--- config.mk ---
export PLATFORM = sky130hd
export DESIGN_NAME = banyan_net
export DESIGN_NICKNAME = d
export VERILOG_FILES = /design/src/rtl/banyan_pkg.sv /design/src/rtl/banyan_se.sv /design/src/rtl/banyan_stage.sv /design/src/rtl/banyan_net.sv
export SDC_FILE = /design/constraint.sdc
export NUM_CORES = 1
export LEC_CHECK = 0
export CAP_MARGIN = 20
export CORE_MARGIN = 2
export CORE_UTILIZATION = 35
export DETAILED_ROUTE_END_ITERATION = 8
export GPL_TIMING_DRIVEN = 0
export PLACE_DENSITY = 0.68
export SYNTH_ARGS = -nofsm -noshare
export SYNTH_HDL_FRONTEND = slang
export SYNTH_SLANG_ARGS = --single-unit
export TNS_END_PERCENT = 20
--- constraint.sdc ---
create_clock -name clk_i -period 1.3 [get_ports clk_i]
set_input_delay 0.195 -clock clk_i [delete_from_list [all_inputs] [get_ports clk_i]]
set_output_delay 0.195 -clock clk_i [all_outputs]
set_load 0.01 [all_outputs]
--- src/rtl/banyan_pkg.sv ---
package banyan_pkg;
  // perfect shuffle: one-bit left rotation of a line index
  function automatic int unsigned shuffle_pos(int unsigned idx, int unsigned bits);
    int unsigned mask;
    mask = (32'd1 << bits) - 1;
    return ((idx << 1) | (idx >> (bits - 1))) & mask;
  endfunction
endpackage

--- src/rtl/banyan_se.sv ---
module banyan_se #(
  parameter int unsigned TAG_W   = 3,
  parameter int unsigned DATA_W  = 16,
  parameter int unsigned SEL_BIT = 2
) (
  input  logic              up_v_i,
  input  logic [TAG_W-1:0]  up_tag_i,
  input  logic [DATA_W-1:0] up_data_i,
  input  logic              lo_v_i,
  input  logic [TAG_W-1:0]  lo_tag_i,
  input  logic [DATA_W-1:0] lo_data_i,
  output logic              o0_v_o,
  output logic [TAG_W-1:0]  o0_tag_o,
  output logic [DATA_W-1:0] o0_data_o,
  output logic              o1_v_o,
  output logic [TAG_W-1:0]  o1_tag_o,
  output logic [DATA_W-1:0] o1_data_o,
  output logic              conflict_o
);
  logic up_dir, lo_dir;

  assign up_dir     = up_tag_i[SEL_BIT];
  assign lo_dir     = lo_tag_i[SEL_BIT];
  assign conflict_o = up_v_i && lo_v_i && (up_dir == lo_dir);

  always_comb begin
    o0_v_o = 1'b0; o0_tag_o = up_tag_i; o0_data_o = up_data_i;
    o1_v_o = 1'b0; o1_tag_o = up_tag_i; o1_data_o = up_data_i;
    if (lo_v_i && !lo_dir) begin o0_v_o = 1'b1; o0_tag_o = lo_tag_i; o0_data_o = lo_data_i; end
    if (lo_v_i &&  lo_dir) begin o1_v_o = 1'b1; o1_tag_o = lo_tag_i; o1_data_o = lo_data_i; end
    // upper input assigned last: it wins a shared output
    if (up_v_i && !up_dir) begin o0_v_o = 1'b1; o0_tag_o = up_tag_i; o0_data_o = up_data_i; end
    if (up_v_i &&  up_dir) begin o1_v_o = 1'b1; o1_tag_o = up_tag_i; o1_data_o = up_data_i; end
  end
endmodule

--- src/rtl/banyan_stage.sv ---
module banyan_stage import banyan_pkg::*; #(
  parameter int unsigned N_PORTS   = 8,
  parameter int unsigned DATA_W    = 16,
  parameter int unsigned STAGE_IDX = 0,
  parameter bit          PIPELINED = 1'b1,
  localparam int unsigned LOG_N    = $clog2(N_PORTS),
  localparam int unsigned TAG_W    = LOG_N
) (
  input  logic                           clk_i,
  input  logic                           rst_ni,
  input  logic [N_PORTS-1:0]             v_i,
  input  logic [N_PORTS-1:0][TAG_W-1:0]  tag_i,
  input  logic [N_PORTS-1:0][DATA_W-1:0] data_i,
  output logic [N_PORTS-1:0]             v_o,
  output logic [N_PORTS-1:0][TAG_W-1:0]  tag_o,
  output logic [N_PORTS-1:0][DATA_W-1:0] data_o,
  output logic                           conflict_o
);
  localparam int unsigned N_SE    = N_PORTS / 2;
  localparam int unsigned SEL_BIT = TAG_W - 1 - STAGE_IDX;

  logic [N_PORTS-1:0]             sh_v, se_v;
  logic [N_PORTS-1:0][TAG_W-1:0]  sh_tag, se_tag;
  logic [N_PORTS-1:0][DATA_W-1:0] sh_data, se_data;
  logic [N_SE-1:0]                se_cf;
  logic                           cf_any;

  for (genvar i = 0; i < N_PORTS; i++) begin : g_shuffle
    localparam int unsigned DST = shuffle_pos(i, LOG_N);
    assign sh_v[DST]    = v_i[i];
    assign sh_tag[DST]  = tag_i[i];
    assign sh_data[DST] = data_i[i];
  end

  for (genvar k = 0; k < N_SE; k++) begin : g_se
    banyan_se #(.TAG_W(TAG_W), .DATA_W(DATA_W), .SEL_BIT(SEL_BIT)) u_se (
      .up_v_i    (sh_v[2*k]),      .up_tag_i (sh_tag[2*k]),    .up_data_i(sh_data[2*k]),
      .lo_v_i    (sh_v[2*k+1]),    .lo_tag_i (sh_tag[2*k+1]),  .lo_data_i(sh_data[2*k+1]),
      .o0_v_o    (se_v[2*k]),      .o0_tag_o (se_tag[2*k]),    .o0_data_o(se_data[2*k]),
      .o1_v_o    (se_v[2*k+1]),    .o1_tag_o (se_tag[2*k+1]),  .o1_data_o(se_data[2*k+1]),
      .conflict_o(se_cf[k])
    );
  end

  assign cf_any = |se_cf;

  if (PIPELINED) begin : g_reg
    always_ff @(posedge clk_i or negedge rst_ni) begin
      if (!rst_ni) begin
        v_o        <= '0;
        tag_o      <= '0;
        data_o     <= '0;
        conflict_o <= 1'b0;
      end else begin
        v_o        <= se_v;
        tag_o      <= se_tag;
        data_o     <= se_data;
        conflict_o <= cf_any;
      end
    end
  end else begin : g_comb
    assign v_o        = se_v;
    assign tag_o      = se_tag;
    assign data_o     = se_data;
    assign conflict_o = cf_any;
  end
endmodule

--- src/rtl/banyan_net.sv ---
module banyan_net #(
  parameter int unsigned N_PORTS   = 8,
  parameter int unsigned DATA_W    = 16,
  parameter bit          PIPELINED = 1'b1,
  localparam int unsigned STAGES   = $clog2(N_PORTS),
  localparam int unsigned TAG_W    = STAGES
) (
  input  logic                           clk_i,
  input  logic                           rst_ni,
  input  logic [N_PORTS-1:0]             in_valid_i,
  input  logic [N_PORTS-1:0][TAG_W-1:0]  in_tag_i,
  input  logic [N_PORTS-1:0][DATA_W-1:0] in_data_i,
  output logic [N_PORTS-1:0]             out_valid_o,
  output logic [N_PORTS-1:0][DATA_W-1:0] out_data_o,
  output logic [STAGES-1:0]              conflict_o
);
  logic [STAGES:0][N_PORTS-1:0]             v_s;
  logic [STAGES:0][N_PORTS-1:0][TAG_W-1:0]  t_s;
  logic [STAGES:0][N_PORTS-1:0][DATA_W-1:0] d_s;

  assign v_s[0] = in_valid_i;
  assign t_s[0] = in_tag_i;
  assign d_s[0] = in_data_i;

  for (genvar s = 0; s < STAGES; s++) begin : g_col
    banyan_stage #(
      .N_PORTS(N_PORTS), .DATA_W(DATA_W), .STAGE_IDX(s), .PIPELINED(PIPELINED)
    ) u_stage (
      .clk_i     (clk_i),
      .rst_ni    (rst_ni),
      .v_i       (v_s[s]),
      .tag_i     (t_s[s]),
      .data_i    (d_s[s]),
      .v_o       (v_s[s+1]),
      .tag_o     (t_s[s+1]),
      .data_o    (d_s[s+1]),
      .conflict_o(conflict_o[s])
    );
  end

  assign out_valid_o = v_s[STAGES];
  assign out_data_o  = d_s[STAGES];
endmodule

# Word level (Yosys, flattened, before mapping)
# Index checks and enable logic that the tools add are counted.
op_classes:
  mux: 128
  n_reduce_logical: 99
  n_eq_ne: 12
ops:
  columns: ["op", "count"]
  rows:
  - ["$mux W16", 48]
  - ["$logic_and A1 B1 Y1", 72]
  - ["$mux W1", 64]
  - ["$mux W2", 16]
  - ["$logic_not A1 Y1", 24]
  - ["$eq A1 B1 Y1", 12]
  - ["$reduce_or A4 Y1", 3]
totals:
  register_bits: 435
  out_inout_bits: 139
  inputBits: 162
  wordCells: 285

# Longest topological paths before layout
logic_depth:
  depth_word: 4
  mapped_depth: 4
  mapped_depth_nobuf: 3

# Modules after synthesis
# Synthesis repeated with hierarchy kept, for this count alone.
unflattened:
  cells_unflattened: 1098
  hier_area_um2: 18940.7
by_module_without_submodules:
  columns: ["module", "n_inst", "seq_area_each_um2", "cells_each", "area_each_um2"]
  rows:
  - ["banyan_stage", 3, 4028.9, 162, 4036.4]
  - ["banyan_se", 12, 0.0, 51, 569.3]

# Worst setup path after synthesis
# No wires, ideal clock.
synth_timing:
  path_type: "reg2reg"
  start: "register g_col[1].u_stage.tag_o[0] in the netlist's numbering"
  end: "register g_col[2].u_stage.data_o[0] in the netlist's numbering"
  period_less_slack_ns: 1.304
  setup_slack_ns: -0.004
  path_stages_with_launch: 5
  setup_ns: 0.125
  arrival_time_ns: 1.179
  required_ns: 1.175
  path_buffers: 1
  cell_sequence: "dfrtp_1 nand2b_2 nand3b_4 clkbuf_8 mux2_2"
synth_between:
  elab_chain_len: 3
synth_lines:
  columns: ["element", "line", "source"]
  rows:
  - ["start, declared", "banyan_stage.sv:15", "output logic [N_PORTS-1:0][TAG_W-1:0] tag_o,"]
  - ["start signal, assigned", "banyan_stage.sv:56", "tag_o <= se_tag;"]
  - ["$logic_not A1 Y1", "banyan_se.sv:32", "if (up_v_i && !up_dir) begin o0_v_o = 1'b1; o0_tag_o = up_tag_i; o0_data_o = up_data_i; end"]
  - ["$logic_and A1 B1 Y1", "banyan_se.sv:32", null]
  - ["$mux W16", "banyan_se.sv:32", null]
  - ["net g_col[2].u_stage.g_se[0].u_se.o0_data_o[0]", "banyan_se.sv:14", "output logic [DATA_W-1:0] o0_data_o,"]
  - ["end signal, assigned", "banyan_stage.sv:57", "data_o <= se_data;"]
  - ["end, declared", "banyan_stage.sv:16", "output logic [N_PORTS-1:0][DATA_W-1:0] data_o,"]
# The timed path passes the listed nets, and every way through them passes these cells.

# Final worst setup path
layout_timing:
  start: "register g_col[0].u_stage.tag_o[7] in the netlist's numbering"
  end: "register g_col[1].u_stage.data_o[70] in the netlist's numbering"
layout_between:
  elab_chain_len: 3
layout_lines:
  columns: ["element", "line"]
  rows:
  - ["start, declared", "banyan_stage.sv:15"]
  - ["start signal, assigned", "banyan_stage.sv:56"]
  - ["$logic_not A1 Y1", "banyan_se.sv:32"]
  - ["$logic_and A1 B1 Y1", "banyan_se.sv:32"]
  - ["$mux W16", "banyan_se.sv:32"]
  - ["net g_col[1].u_stage.g_se[2].u_se.o0_data_o[6]", "banyan_se.sv:14"]
  - ["end signal, assigned", "banyan_stage.sv:57"]
  - ["end, declared", "banyan_stage.sv:16"]
# The timed path passes the listed nets, and every way through them passes these cells.

==> impl_metrics.py <==
metrics = {
    "timing": {
        "final.period_utilization_pct": 108,
        "grt_setup_unrepaired": "yes",
        "hold_ws_ps": -407,
        "slew-limit-headroom_pct": 55.4,
        "setup_ws_ps": -106,
        "fmaxAchievable_mhz": 711,
        "final_worst_path_period_need_ps": 1410,
        "timing.final.setup_violations": 207,
        "slew_viol_final": 0,
        "skew_ps": 20.0,
        "slew_at_the_pin_closest_to_its_max_slew_limit_ps": 669,
        "final_hold_viol_count": 84,
    },
    "drt": {
        "met3_length_microns": 3610,
        "m1WireLength_microns": 19700,
        "drt_iter0_drc": 382,
        "drcViolationCount": 0,
        "vias": 9949,
        "wire_length_on_met2_microns": 25000,
        "detail-route-antenna-nets": 0,
        "average_routed_wire_per_standard_cell_microns": 23.1,
        "highest_layer": "met5",
        "drtPass1Iterations": 4,
        "route.detailed.vias_per_inst": 4.61,
        "postRouteWirelength_microns": 49900,
    },
    "global_routing": {
        "first_global_vias": 10965,
        "globalRoute.totalOverflow": 0,
        "grt_max_degree": 128,
        "antenna_found_initial": 9,
        "grt_first_pass_wirelength_microns": 70800,
        "grt_use_total_pct": 18.4,
    },
    "worst_setup_path": {
        "rr_startpoint": "g_col[0].u_stage.tag_o[7]$_DFF_PN0_",
        "end_kind": "register",
        "worst_ep_arrival_time_ps": 1870,
        "crit_path_class": "register to register",
        "critical_path_peak_fanout": 5,
        "timing.critical_path.from_type": "register",
        "timing.critical_path.required_ps": 1760,
        "critical_path.startpoint": "g_col[0].u_stage.tag_o[7]$_DFF_PN0_",
    },
    "cts": {
        "tritoncts": "done",
        "clock-sinks": 435,
        "clk_path_buf_depth": 3,
        "cts.root.buffer_cell": "clkbuf_16",
        "worst_setup_hold_path_clk_slew_ps": 60,
        "worst_skew_pair_later_pin_latency_ps": 580,
        "ctsHtreeMaxLevel": 2,
        "cts-buffers-inserted": 47,
    },
    "synthesis": {
        "syn-mean-instance-area_sq_um": 16.3,
        "synth_sequential_area_ratio_pct": 59.6,
        "synth-edff-count": 0,
        "ys_types": 16,
        "synth_seq_cells": 435,
        "synth_area_sq_mm": 0.0183,
        "postSynthNetCount": 1283,
        "yosysWarnings": 0,
        "synth-main-ff-cell": "dfrtp_1",
        "synth_async_sr_flop_share_pct": 100,
        "synthCells": 1121,
    },
    "layout": {
        "post_route_cells_drive_above_1_share_pct": 54.3,
        "net_count_reported_at_finish": 1600,
        "most_common_cell_after_layout_fill_and_taps_aside": "dfrtp_1",
        "design_area_sq_mm": 0.0240,
        "layout_common_cells": "423 x dfrtp_1, 227 x mux2_4, 181 x mux2_2",
        "fillerInstances": 4476,
        "area_delta_synth_final_pct": 31.4,
    },
    "pwr": {
        "power_density_mw_per_mm2": 1520,
        "ir_drop_mv": 1.19,
        "power.total_mw": 36.5,
        "p_leak_nw": 11.3,
    },
    "die": {
        "die_height_microns": 233,
        "fp.dieW_microns": 233,
        "die-area_sq_mm": 0.0541,
        "start_util_pct": 35.5,
        "floorplan.io_pins": 301,
        "core-area_sq_mm": 0.0515,
        "placementRows": 83,
    },
    "run_status": {
        "status": "finished with violations",
        "violations": "negative hold slack, negative setup slack",
    },
    "min_path": {
        "min_path_type": "primary input to asynchronous set/reset pin",
    },
    "placed_design": {
        "place.detailed.hpwl_microns": 36900,
        "finalWeightedCongestion": 0.872,
        "post_dp_cell_area_sq_mm": 0.0222,
        "port_buffers": 300,
    },
    "run": {
        "cap_violations": 0,
    },
}
[worst paths after layout]
kind / slack (ps) / end / depth (start not counted)
max: -110 / g_col[1].u_stage.data_o[70]$_DFF_PN0_ / 4
min: -410 / g_col[2].u_stage.data_o[48]$_DFF_PN0_ / 1
max reg2reg: -110 / g_col[1].u_stage.data_o[70]$_DFF_PN0_ / 4
min reg2reg: 500 / g_col[2].u_stage.data_o[73]$_DFF_PN0_ / 1
max in group asynchronous: 290 / g_col[2].u_stage.data_o[24]$_DFF_PN0_ / 3
min in group clk_i: 90 / g_col[0].u_stage.v_o[5]$_DFF_PN0_ / 3
[power by group]
part	switching, mW	internal (mW)
registers	0.954	15.1
clock network	5.43	8.15
logic	2.63	4.16
[sequential cells by signal, summed over array words and instances (netlist names)]
register / flops
g_col.u_stage.conflict_o: 3
g_col.u_stage.v_o: 24
g_col.u_stage.data_o: 384
g_col.u_stage.tag_o: 24
[per-layer routing]
metal  vias up  GRT usage (%)
li1       4396              -
met1      5123           21.9
met2       342           31.9
met3        80           5.21
met4         8           6.31
met5         -              0
[critical path, stage by stage (launching register included)]
cell and delay [ps]:
dfrtp_1 410, nand2b_4 160, nand3b_4 120, bufbuf_16 290
mux2_4 290
[synthesized netlist by cell type (12+ instances only)]
cell	n	share of area (%)
mux2_2	256	16
dfrtp_1	435	60
buf_4	131	5.4
nand3_4	12	1.1
nand3_1	12	0.33
buf_6	23	1.4
nand2_1	36	0.74
inv_1	12	0.25
xnor2_1	12	0.57
nand3b_4	12	1.3
o21ai_0	12	0.33
mux2_4	152	12
[final cells by class]
class | instances | area, sq um | share of cell area (%)
Sequential cell | 435 | 10900 | 45.4
Multi-Input combinational cell | 519 | 6440 | 26.8
Timing Repair Buffer | 326 | 3160 | 13.1
Clock buffer | 68 | 1380 | 5.73
Buffer | 97 | 1010 | 4.22
Tap cell | 680 | 851 | 3.54
Clock inverter | 16 | 210 | 0.876
Inverter | 12 | 45.0 | 0.188
Antenna cell | 6 | 15.0 | 0.0625
[what timing repair did]
item | 4_1_cts | 5_1_grt
buffers inserted | 20 | 0
resized for setup | 754 | 34
hold endpoints to repair | 84 | 84
setup endpoints to repair | 308 | 491
cloned | 2 | 1
pin swaps | 6 | 3
[per-stage QoR]
step / std cells / TNS (ps) / setup slack [ps] / util [%]
after floorplan: 1121 / 0 / 5.16 / -
after global placement: 2101 / -8032760 / -18380 / 43.0
after detailed placement: 2104 / -151590 / -590 / 43.1
after CTS: 2152 / -16080 / -117 / 46.3
after global routing: 2153 / -22670 / -160 / 46.6
final: 2159 / -10850 / -106 / 46.6
[logic make-up (layout without fill, tap and decap cells)]
family | count (synthesis) | after routing | synth area share [%]
xor gates and xnor gates | 12 | 12 | 0.575
muxes | 408 | 408 | 28.3
AOI/OAI and AO/OA | 12 | 12 | 0.329
other | 0 | 6 | 0
buffers and inverters | 167 | 519 | 7.12
and+or+nand+nor | 87 | 87 | 4.17
DFF | 435 | 435 | 59.6
Note: power is estimated with default switching activity, not from simulation.
